### src/rtl/tcore_pkg.sv
package tcore_pkg;
  localparam int ILEN  = 32;
  localparam int NREG  = 16;
  localparam int RAW   = $clog2(NREG);

  typedef enum logic [3:0] {
    OPC_NOP  = 4'd0, OPC_ADD = 4'd1, OPC_SUB  = 4'd2, OPC_AND = 4'd3,
    OPC_OR   = 4'd4, OPC_XOR = 4'd5, OPC_XORI = 4'd6, OPC_LD  = 4'd7,
    OPC_ST   = 4'd8, OPC_BEQ = 4'd9
  } opc_e;

  typedef enum logic [2:0] {
    FN_ADD, FN_SUB, FN_AND, FN_OR, FN_XOR
  } fn_e;

  typedef struct packed {
    logic use_imm;
    logic imm_zext;
    fn_e  fn;
  } ex_ctl_t;

  typedef struct packed {
    logic branch;
    logic rd_en;
    logic wr_en;
  } mem_ctl_t;

  typedef struct packed {
    logic from_mem;
    logic wr_reg;
  } wb_ctl_t;

  typedef struct packed {
    ex_ctl_t  ex;
    mem_ctl_t mem;
    wb_ctl_t  wb;
  } ctl_t;
endpackage

### src/rtl/tcore_decode.sv
module tcore_decode
  import tcore_pkg::*;
(
  input  logic [3:0] opcode,
  output ctl_t       ctl
);
  always_comb begin
    ctl = '0;
    case (opc_e'(opcode))
      OPC_ADD:  begin ctl.ex.fn = FN_ADD; ctl.wb.wr_reg = 1'b1; end
      OPC_SUB:  begin ctl.ex.fn = FN_SUB; ctl.wb.wr_reg = 1'b1; end
      OPC_AND:  begin ctl.ex.fn = FN_AND; ctl.wb.wr_reg = 1'b1; end
      OPC_OR:   begin ctl.ex.fn = FN_OR;  ctl.wb.wr_reg = 1'b1; end
      OPC_XOR:  begin ctl.ex.fn = FN_XOR; ctl.wb.wr_reg = 1'b1; end
      OPC_XORI: begin
        ctl.ex.fn = FN_XOR; ctl.ex.use_imm = 1'b1; ctl.ex.imm_zext = 1'b1;
        ctl.wb.wr_reg = 1'b1;
      end
      OPC_LD: begin
        ctl.ex.fn = FN_ADD; ctl.ex.use_imm = 1'b1; ctl.mem.rd_en = 1'b1;
        ctl.wb.from_mem = 1'b1; ctl.wb.wr_reg = 1'b1;
      end
      OPC_ST: begin
        ctl.ex.fn = FN_ADD; ctl.ex.use_imm = 1'b1; ctl.mem.wr_en = 1'b1;
      end
      OPC_BEQ: ctl.mem.branch = 1'b1;
      default: ctl = '0;
    endcase
  end

  // an unlisted opcode must leave every side effect off
  always_comb begin
    if (opcode > 4'd9)
      a_r10_undef_inert: assert (ctl.wb.wr_reg == 1'b0 && ctl.mem.wr_en == 1'b0);
  end
endmodule

### src/rtl/tcore_alu.sv
module tcore_alu
  import tcore_pkg::*;
#(
  parameter int XLEN = 32
) (
  input  logic [XLEN-1:0] a,
  input  logic [XLEN-1:0] b,
  input  fn_e             fn,
  output logic [XLEN-1:0] y
);
  always_comb begin
    case (fn)
      FN_SUB:  y = a - b;
      FN_AND:  y = a & b;
      FN_OR:   y = a | b;
      FN_XOR:  y = a ^ b;
      default: y = a + b;
    endcase
  end
endmodule

### src/rtl/tcore_regbank.sv
module tcore_regbank
  import tcore_pkg::*;
#(
  parameter int XLEN    = 32,
  parameter int NTHREAD = 4
) (
  input  logic                       clk,
  input  logic                       rst_n,
  input  logic [$clog2(NTHREAD)-1:0] rtid,
  input  logic [RAW-1:0]             ra1,
  input  logic [RAW-1:0]             ra2,
  output logic [XLEN-1:0]            rd1,
  output logic [XLEN-1:0]            rd2,
  input  logic                       we,
  input  logic [$clog2(NTHREAD)-1:0] wtid,
  input  logic [RAW-1:0]             wa,
  input  logic [XLEN-1:0]            wd
);
  localparam int TW = $clog2(NTHREAD);

  logic [XLEN-1:0] port1_t [NTHREAD];
  logic [XLEN-1:0] port2_t [NTHREAD];

  for (genvar g = 0; g < NTHREAD; g++) begin : g_set
    logic [XLEN-1:0] bank_q [NREG];
    logic            hit;
    assign hit = we && (wtid == TW'(g)) && (wa != '0);

    always_ff @(posedge clk or negedge rst_n) begin
      if (!rst_n) begin
        for (int r = 0; r < NREG; r++) bank_q[r] <= '0;
      end else if (hit) begin
        bank_q[wa] <= wd;
      end
    end

    assign port1_t[g] = bank_q[ra1];
    assign port2_t[g] = bank_q[ra2];

    // register 0 storage stays zero whatever write-back presents
    a_r8_zero_kept: assert property (@(posedge clk) disable iff (!rst_n)
      bank_q[0] == '0);
    // a write to this thread's set lands in this set
    a_r9_write_lands: assert property (@(posedge clk) disable iff (!rst_n)
      (we && wtid == TW'(g) && wa != '0) |=> bank_q[$past(wa)] == $past(wd));
  end

  assign rd1 = (ra1 == '0) ? '0 : port1_t[rtid];
  assign rd2 = (ra2 == '0) ? '0 : port2_t[rtid];
endmodule

### src/rtl/tcore_top.sv
module tcore_top
  import tcore_pkg::*;
#(
  parameter int                      XLEN     = 32,
  parameter int                      NTHREAD  = 4,
  parameter logic [NTHREAD*XLEN-1:0] START_PC = {32'h300, 32'h200, 32'h100, 32'h000}
) (
  input  logic            clk,
  input  logic            rst_n,
  output logic [XLEN-1:0] imem_addr,
  input  logic [ILEN-1:0] imem_rdata,
  output logic [XLEN-1:0] dmem_addr,
  output logic [XLEN-1:0] dmem_wdata,
  output logic            dmem_we,
  output logic            dmem_re,
  input  logic [XLEN-1:0] dmem_rdata
);
  localparam int TW   = $clog2(NTHREAD);
  localparam int IMMW = 16;

  // ---------------- fetch ----------------
  logic [TW-1:0]   fetch_tid_q;
  logic [XLEN-1:0] pc_q [NTHREAD];

  logic            ifid_v;
  logic [TW-1:0]   ifid_tid;
  logic [XLEN-1:0] ifid_pc;
  logic [ILEN-1:0] ifid_ins;

  logic            idex_v;
  logic [TW-1:0]   idex_tid;
  logic [XLEN-1:0] idex_pc;
  ctl_t            idex_ctl;
  logic [RAW-1:0]  idex_rd;
  logic [XLEN-1:0] idex_a, idex_b, idex_imm;

  logic            exmem_v;
  logic [TW-1:0]   exmem_tid;
  mem_ctl_t        exmem_mctl;
  wb_ctl_t         exmem_wctl;
  logic [RAW-1:0]  exmem_rd;
  logic [XLEN-1:0] exmem_y, exmem_sd, exmem_tgt;
  logic            exmem_take;

  logic            memwb_v;
  logic [TW-1:0]   memwb_tid;
  wb_ctl_t         memwb_wctl;
  logic [RAW-1:0]  memwb_rd;
  logic [XLEN-1:0] memwb_data;

  assign imem_addr = pc_q[fetch_tid_q];

  always_ff @(posedge clk or negedge rst_n) begin
    if (!rst_n) begin
      fetch_tid_q <= '0;
      for (int t = 0; t < NTHREAD; t++) pc_q[t] <= START_PC[t*XLEN +: XLEN];
    end else begin
      fetch_tid_q <= (fetch_tid_q == TW'(NTHREAD-1)) ? '0 : fetch_tid_q + 1'b1;
      for (int t = 0; t < NTHREAD; t++) begin
        if (exmem_v && exmem_take && exmem_tid == TW'(t))
          pc_q[t] <= exmem_tgt;
        else if (fetch_tid_q == TW'(t))
          pc_q[t] <= pc_q[t] + XLEN'(4);
      end
    end
  end

  always_ff @(posedge clk or negedge rst_n) begin
    if (!rst_n) begin
      ifid_v <= 1'b0; ifid_tid <= '0; ifid_pc <= '0; ifid_ins <= '0;
    end else begin
      ifid_v <= 1'b1; ifid_tid <= fetch_tid_q; ifid_pc <= imem_addr; ifid_ins <= imem_rdata;
    end
  end

  // ---------------- decode ----------------
  ctl_t            dec_ctl;
  logic [XLEN-1:0] rs_val, rt_val, imm_ext;
  logic            wb_we;
  logic [XLEN-1:0] wb_data;

  tcore_decode u_dec (.opcode(ifid_ins[31:28]), .ctl(dec_ctl));

  assign wb_we   = memwb_v && memwb_wctl.wr_reg;
  assign wb_data = memwb_data;

  tcore_regbank #(.XLEN(XLEN), .NTHREAD(NTHREAD)) u_regs (
    .clk(clk), .rst_n(rst_n),
    .rtid(ifid_tid), .ra1(ifid_ins[23:20]), .ra2(ifid_ins[19:16]),
    .rd1(rs_val), .rd2(rt_val),
    .we(wb_we), .wtid(memwb_tid), .wa(memwb_rd), .wd(wb_data)
  );

  assign imm_ext = dec_ctl.ex.imm_zext
                 ? {{(XLEN-IMMW){1'b0}}, ifid_ins[15:0]}
                 : {{(XLEN-IMMW){ifid_ins[15]}}, ifid_ins[15:0]};

  always_ff @(posedge clk or negedge rst_n) begin
    if (!rst_n) begin
      idex_v <= 1'b0; idex_tid <= '0; idex_pc <= '0; idex_ctl <= '0;
      idex_rd <= '0; idex_a <= '0; idex_b <= '0; idex_imm <= '0;
    end else begin
      idex_v <= ifid_v; idex_tid <= ifid_tid; idex_pc <= ifid_pc;
      idex_ctl <= ifid_v ? dec_ctl : '0;
      idex_rd <= ifid_ins[27:24]; idex_a <= rs_val; idex_b <= rt_val;
      idex_imm <= imm_ext;
    end
  end

  // ---------------- execute ----------------
  logic [XLEN-1:0] alu_y;

  tcore_alu #(.XLEN(XLEN)) u_alu (
    .a(idex_a), .b(idex_ctl.ex.use_imm ? idex_imm : idex_b),
    .fn(idex_ctl.ex.fn), .y(alu_y)
  );

  always_ff @(posedge clk or negedge rst_n) begin
    if (!rst_n) begin
      exmem_v <= 1'b0; exmem_tid <= '0; exmem_mctl <= '0; exmem_wctl <= '0;
      exmem_rd <= '0; exmem_y <= '0; exmem_sd <= '0; exmem_tgt <= '0;
      exmem_take <= 1'b0;
    end else begin
      exmem_v <= idex_v; exmem_tid <= idex_tid;
      exmem_mctl <= idex_ctl.mem; exmem_wctl <= idex_ctl.wb;
      exmem_rd <= idex_rd; exmem_y <= alu_y; exmem_sd <= idex_b;
      exmem_tgt <= idex_pc + XLEN'(4) + (idex_imm << 2);
      exmem_take <= idex_ctl.mem.branch && (idex_a == idex_b);
    end
  end

  // ---------------- memory ----------------
  assign dmem_addr  = exmem_y;
  assign dmem_wdata = exmem_sd;
  assign dmem_we    = exmem_v && exmem_mctl.wr_en;
  assign dmem_re    = exmem_v && exmem_mctl.rd_en;

  always_ff @(posedge clk or negedge rst_n) begin
    if (!rst_n) begin
      memwb_v <= 1'b0; memwb_tid <= '0; memwb_wctl <= '0; memwb_rd <= '0;
      memwb_data <= '0;
    end else begin
      memwb_v <= exmem_v; memwb_tid <= exmem_tid; memwb_wctl <= exmem_wctl;
      memwb_rd <= exmem_rd;
      memwb_data <= exmem_wctl.from_mem ? dmem_rdata : exmem_y;
    end
  end

  // ---------------- checks ----------------
  // the four in-flight instructions always belong to four different threads
  a_r3_threads_apart: assert property (@(posedge clk) disable iff (!rst_n)
    !((ifid_v && idex_v && ifid_tid == idex_tid) ||
      (ifid_v && exmem_v && ifid_tid == exmem_tid) ||
      (ifid_v && memwb_v && ifid_tid == memwb_tid) ||
      (idex_v && exmem_v && idex_tid == exmem_tid) ||
      (idex_v && memwb_v && idex_tid == memwb_tid) ||
      (exmem_v && memwb_v && exmem_tid == memwb_tid)));
  // load and store strobes never overlap
  a_r6_strobe_excl: assert property (@(posedge clk) disable iff (!rst_n)
    !(dmem_we && dmem_re));
  // loaded word reaches write-back unchanged
  a_r6_load_carried: assert property (@(posedge clk) disable iff (!rst_n)
    (exmem_v && exmem_mctl.rd_en) |=> memwb_data == $past(dmem_rdata));
  // taken branch sets its own thread's PC before that thread fetches again
  a_r7_redirect: assert property (@(posedge clk) disable iff (!rst_n)
    (exmem_v && exmem_take) |=> pc_q[$past(exmem_tid)] == $past(exmem_tgt));
  // fetch slot moves to the following thread every cycle
  a_r2_rotation: assert property (@(posedge clk) disable iff (!rst_n)
    ifid_v |-> ifid_tid != fetch_tid_q);
endmodule

### config.mk
export PLATFORM = sky130hd
export DESIGN_NAME = tcore_top
export DESIGN_NICKNAME = d
export VERILOG_FILES = /design/src/rtl/tcore_pkg.sv /design/src/rtl/tcore_decode.sv /design/src/rtl/tcore_alu.sv /design/src/rtl/tcore_regbank.sv /design/src/rtl/tcore_top.sv
export SDC_FILE = /design/constraint.sdc
export NUM_CORES = 2
export LEC_CHECK = 0
export ABC_AREA = 0
export BUFFER_PORTS_ARGS = -buffer_cell sky130_fd_sc_hd__buf_2
export CAP_MARGIN = 25
export CELL_PAD_IN_SITES_DETAIL_PLACEMENT = 1
export CELL_PAD_IN_SITES_GLOBAL_PLACEMENT = 1
export CORE_MARGIN = 4
export CORE_UTILIZATION = 35
export CTS_BUF_LIST = sky130_fd_sc_hd__clkbuf_4 sky130_fd_sc_hd__clkbuf_8 sky130_fd_sc_hd__clkbuf_16
export DETAILED_ROUTE_END_ITERATION = 7
export PLACE_DENSITY = 0.67
export SLEW_MARGIN = 20
export SYNTH_ARGS = -nofsm -noshare
export SYNTH_HDL_FRONTEND = slang
export SYNTH_HIERARCHICAL = 1
export SYNTH_SLANG_ARGS = --single-unit
### constraint.sdc
create_clock -name clk -period 4.9 [get_ports clk]
set_input_delay 0.49 -clock clk [delete_from_list [all_inputs] [get_ports clk]]
set_output_delay 0.49 -clock clk [all_outputs]
set_load 0.02 [all_outputs]
==> flow_summary.ini <==
[outcome]
status = finished clean

[clock_tree]
cts_tree = done
cts_root_buf = clkbuf_16
clock_path_buffers = 4
clk_pin_slew_ps = 60
cts.sink_count = 2522
htreeDepth = 5
clkLatencyLatePin_ps = 890
cts_buffers = 285

[logic_synthesis]
avgSynthCellArea_um2 = 13.78
synth_xor_area_frac = 0.01557
synth_compound_area_frac = 0.06172
yosys_warnings = 6
synth_top_family_by_area = multiplexers
ys.flop_type = dfrtp_1
syn_inst = 9594
ys_types = 103
synth_area_um2 = 132200
yosysTopAreaCell = dfrtp_1
ys_seq_area_frac = 0.4775
synthTopCellsByArea = dfrtp_1 48%, mux2_2 17%, mux4_2 14%
synth_nets = 9823
synthArstFlopShare = 1.000
synthSimpleGateAreaFrac = 0.02809
muxShareOfSynthArea = 0.3643
ys_ff_latch = 2522
yosys.area.top_type_share = 0.4767
synth-edff-count = 0
synthAdderAreaFrac = 0.01554

[place]
dp_hpwl_mm = 305.3
place_congestion = 0.8960
port_buffers = 163
dpl_cell_area_um2 = 139300

[power]
swShare = 0.2894
pwr-share-comb = 0.133
peakVddDrop_mv = 0.2884
power.share.clock = 0.416
seq_power_share = 0.450
powerDensity_nw_per_um2 = 359.2
p_switching_mw = 15.58
p_leak_nw = 68.81
p_int_mw = 38.24

[setup_path]
cp_slowest_stage_delay_ps = 600
crit_arrival_ps = 5370
path_max_fanout = 7
timing.critical_path.required_ps = 5630
startpoint_type = register
worstSetupEndpointType = register
path_class = reg -> reg
critPathSlowestCell = or4_4
crit_chain = buf_4 > mux2_2 > or4_4 > nor3_2 > buf_4 > a21oi_1 > xnor2_1 > ha_1 > nand4_1 > a21oi_1 > and3b_1 > o41ai_2 > o21ai_1 > o31ai_1 > xnor2_1 > o21ai_1

[layout]
fin_area_um2 = 149800
drive_gt1_frac = 0.4110
fin_util = 0.3987
area_growth_pct = 13.36
register_area_um2 = 63220
multi_input_area_um2 = 64650
nNetsFinal = 9727
nFillCells = 38143

[floorplan]
dieHeight_um = 622.6
die_width_um = 622.6
rows = 225
core_um2 = 375800
die_area_um2 = 387600
ios = 164
start_util = 0.3517

[timing]
rsz0062_at_grt = false
hold_viol = 0
clock.fmax_ghz = 0.2154
worstMarginPinSlew_ps = 1135
finalSetupTns_ps = 0
relSlewSlack = 0.2426
final_max_slew_viol_count = 0
fin_worst_skew_ps = 48.18
finalSetupViolCount = 0
period_share = 0.9477
fin_crit_ps = 4644

[grt]
antenna_found_initial = 53
grt_pass1_vias = 95620
grt.total_usage = 0.2360
grt_max_degree = 153
overflow = 0
grt_first_pass_wirelength_mm = 685.1

[detailed_routing]
routed_wl_mm = 466.6
wire_per_inst_um = 31.67
num_vias = 87971
drt_pass1_iterations = 6
drt_iter0_markers = 7638
drt-vias-per-instance = 5.971
antenna_left = 0
remaining_drc_errors = 0

[job]
drv_cap = 0

[min_path]
hp-class = in -> async
-- through the flow --
step	std cells	hold slack (ps)	worst slack, ps	power (mW)
after floorplan	9594	194.4	404.2	27.75
after global placement	14125	331.7	-195.5	31.05
after detailed placement	14132	335.6	-287.3	31.54
after CTS	14688	198.9	49.06	54.11
after global routing	14715	107.9	2.759	55.80
final	14734	118.4	256.4	53.82
-- synth_stat cells (7+ instances only) --
cell type	instances
a211o_1	7
a211oi_1	146
a21o_1	26
a21oi_1	329
a221oi_1	107
a22o_1	58
a22oi_1	120
a31oi_1	13
and2_1	32
and3_1	22
buf_1	43
buf_2	401
buf_4	35
clkbuf_1	522
dfrtp_1	2518
ha_1	161
inv_1	121
mux2_1	44
mux2_2	1937
mux2i_1	748
mux4_2	815
nand2_1	178
nand2b_1	19
nand3_1	72
nand3_2	8
nand3b_1	7
nand4_1	40
nor2_1	258
nor2b_1	28
nor3_1	20
nor4_1	10
o211ai_1	11
o21ai_0	202
o21ai_1	11
o21bai_1	10
o22ai_1	143
o31ai_1	8
xnor2_1	138
xor2_1	97
-- repair_timing --
| item | CTS | global route |
|---|---|---|
| hold endpoints to repair | 116 | 0 |
| setup endpoints to repair | 2 | 6 |
| gates cloned | 0 | 0 |
| pin swaps | 0 | 2 |
| hold buffers | 65 | 0 |
| buffers inserted | 0 | 1 |
| resized for setup | 3 | 5 |
-- worst paths after layout --
check / slack [ps] / endpoint / from / cells after the start
min reg2reg: 340 / idex_pc[1] / ifid_pc[1] / 0
max reg2reg: 260 / dmem_addr[30] / idex_ctl[9] / 16
min in group clk: 270 / ifid_ins[29] / imem_rdata[29] / 2
min: 120 / pc_q[106] / rst_n / 2
max: 260 / dmem_addr[30] / idex_ctl[9] / 16
max in group asynchronous: 2940 / u_regs/g_set[2].bank_q[440] / rst_n / 4
-- power by group through the flow --
stage          sequential [mW]  clock, mW  combinational [mW]
2_1_floorplan             23.1          0                4.66
3_3_place_gp              24.7          0                6.38
3_5_place_dp              24.6          0                6.96
4_1_cts                   24.2       22.8                7.04
5_1_grt                   24.4       23.8                7.62
6_report                  24.2       22.4                7.18
-- layout by cell type (no fill, tap or decap), types with 12 or more instances in the layout --
master,instances
clkbuf_8,58
a21oi_1,328
a22oi_1,120
buf_2,162
inv_1,121
nor2_1,223
nand3_1,71
a221oi_1,107
clkbuf_4,57
and3_1,22
dfrtp_2,24
and2_1,30
mux2_2,1937
mux2_1,44
nand2_1,161
a21o_1,26
nor2b_1,17
a31oi_1,13
xor2_1,97
o22ai_1,143
mux2i_1,748
mux4_2,815
a22o_1,58
buf_4,313
o21ai_1,12
nand4_1,40
a211oi_1,144
ha_1,161
dfrtp_1,2475
bufinv_16,25
nor2_4,35
dfrtp_4,19
dlygate4sd3_1,65
clkbuf_16,293
buf_12,83
diode_2,38
xnor2_1,138
nor3_1,18
o21ai_0,201
clkinv_2,44
-- layout make-up --
| type | count | area share |
|---|---|---|
| clock buffers | 406 | 0.05701 |
| repair buffers | 627 | 0.03684 |
| inverters | 121 | 0.003031 |
| diodes | 38 | 0.0006346 |
| multi-input cells | 5941 | 0.4314 |
| flip-flops and latches | 2522 | 0.4219 |
| well taps | 4994 | 0.04170 |
| clock inverters | 85 | 0.007506 |
-- critical path, delay by kind of cell, from the launching register on --
| kind | cells | cell delay (ps) |
|---|---|---|
| and+or+nand+nor | 4 | 1190 |
| xor gates and xnor gates | 2 | 330 |
| AOI/OAI and AO/OA | 6 | 1360 |
| adders and majority gates | 1 | 370 |
| muxes | 1 | 400 |
| buffers and inverters | 2 | 360 |
| DFF | 1 | 480 |
-- registers in the layout, summed over array words and instances, names as in the netlist, 4 cells and up --
name and flops:
dmem_addr 32, dmem_wdata 32, exmem_rd 4, exmem_tgt 32
idex_a 32, idex_b 32, idex_ctl 9, idex_imm 17
idex_pc 32, idex_rd 4, ifid_ins 32, ifid_pc 32
memwb_data 32, memwb_rd 4, pc_q 128, u_regs/g_set.bank_q 2048
-- metal layers --
metal  global-route usage  wire length (um)  part of all wire
met1               0.3116            195300              0.42
met2               0.3815            220900              0.47
met3              0.04980             32000             0.069
met4              0.08869             18220             0.039
met5                    0               137           0.00029
-- cell families (layout without fill, tap and decap cells) --
group,after synthesis,count (layout)
AO/OA/AOI/OAI,1250,1250
XOR/XNOR,235,235
adder cells (fa/ha/maj),163,163
buffers and inverters,1131,1239
flip-flops,2522,2522
multiplexers,3544,3544
other,1,39
AND/OR/NAND/NOR,748,748
Power figures use the tool's default switching activity.
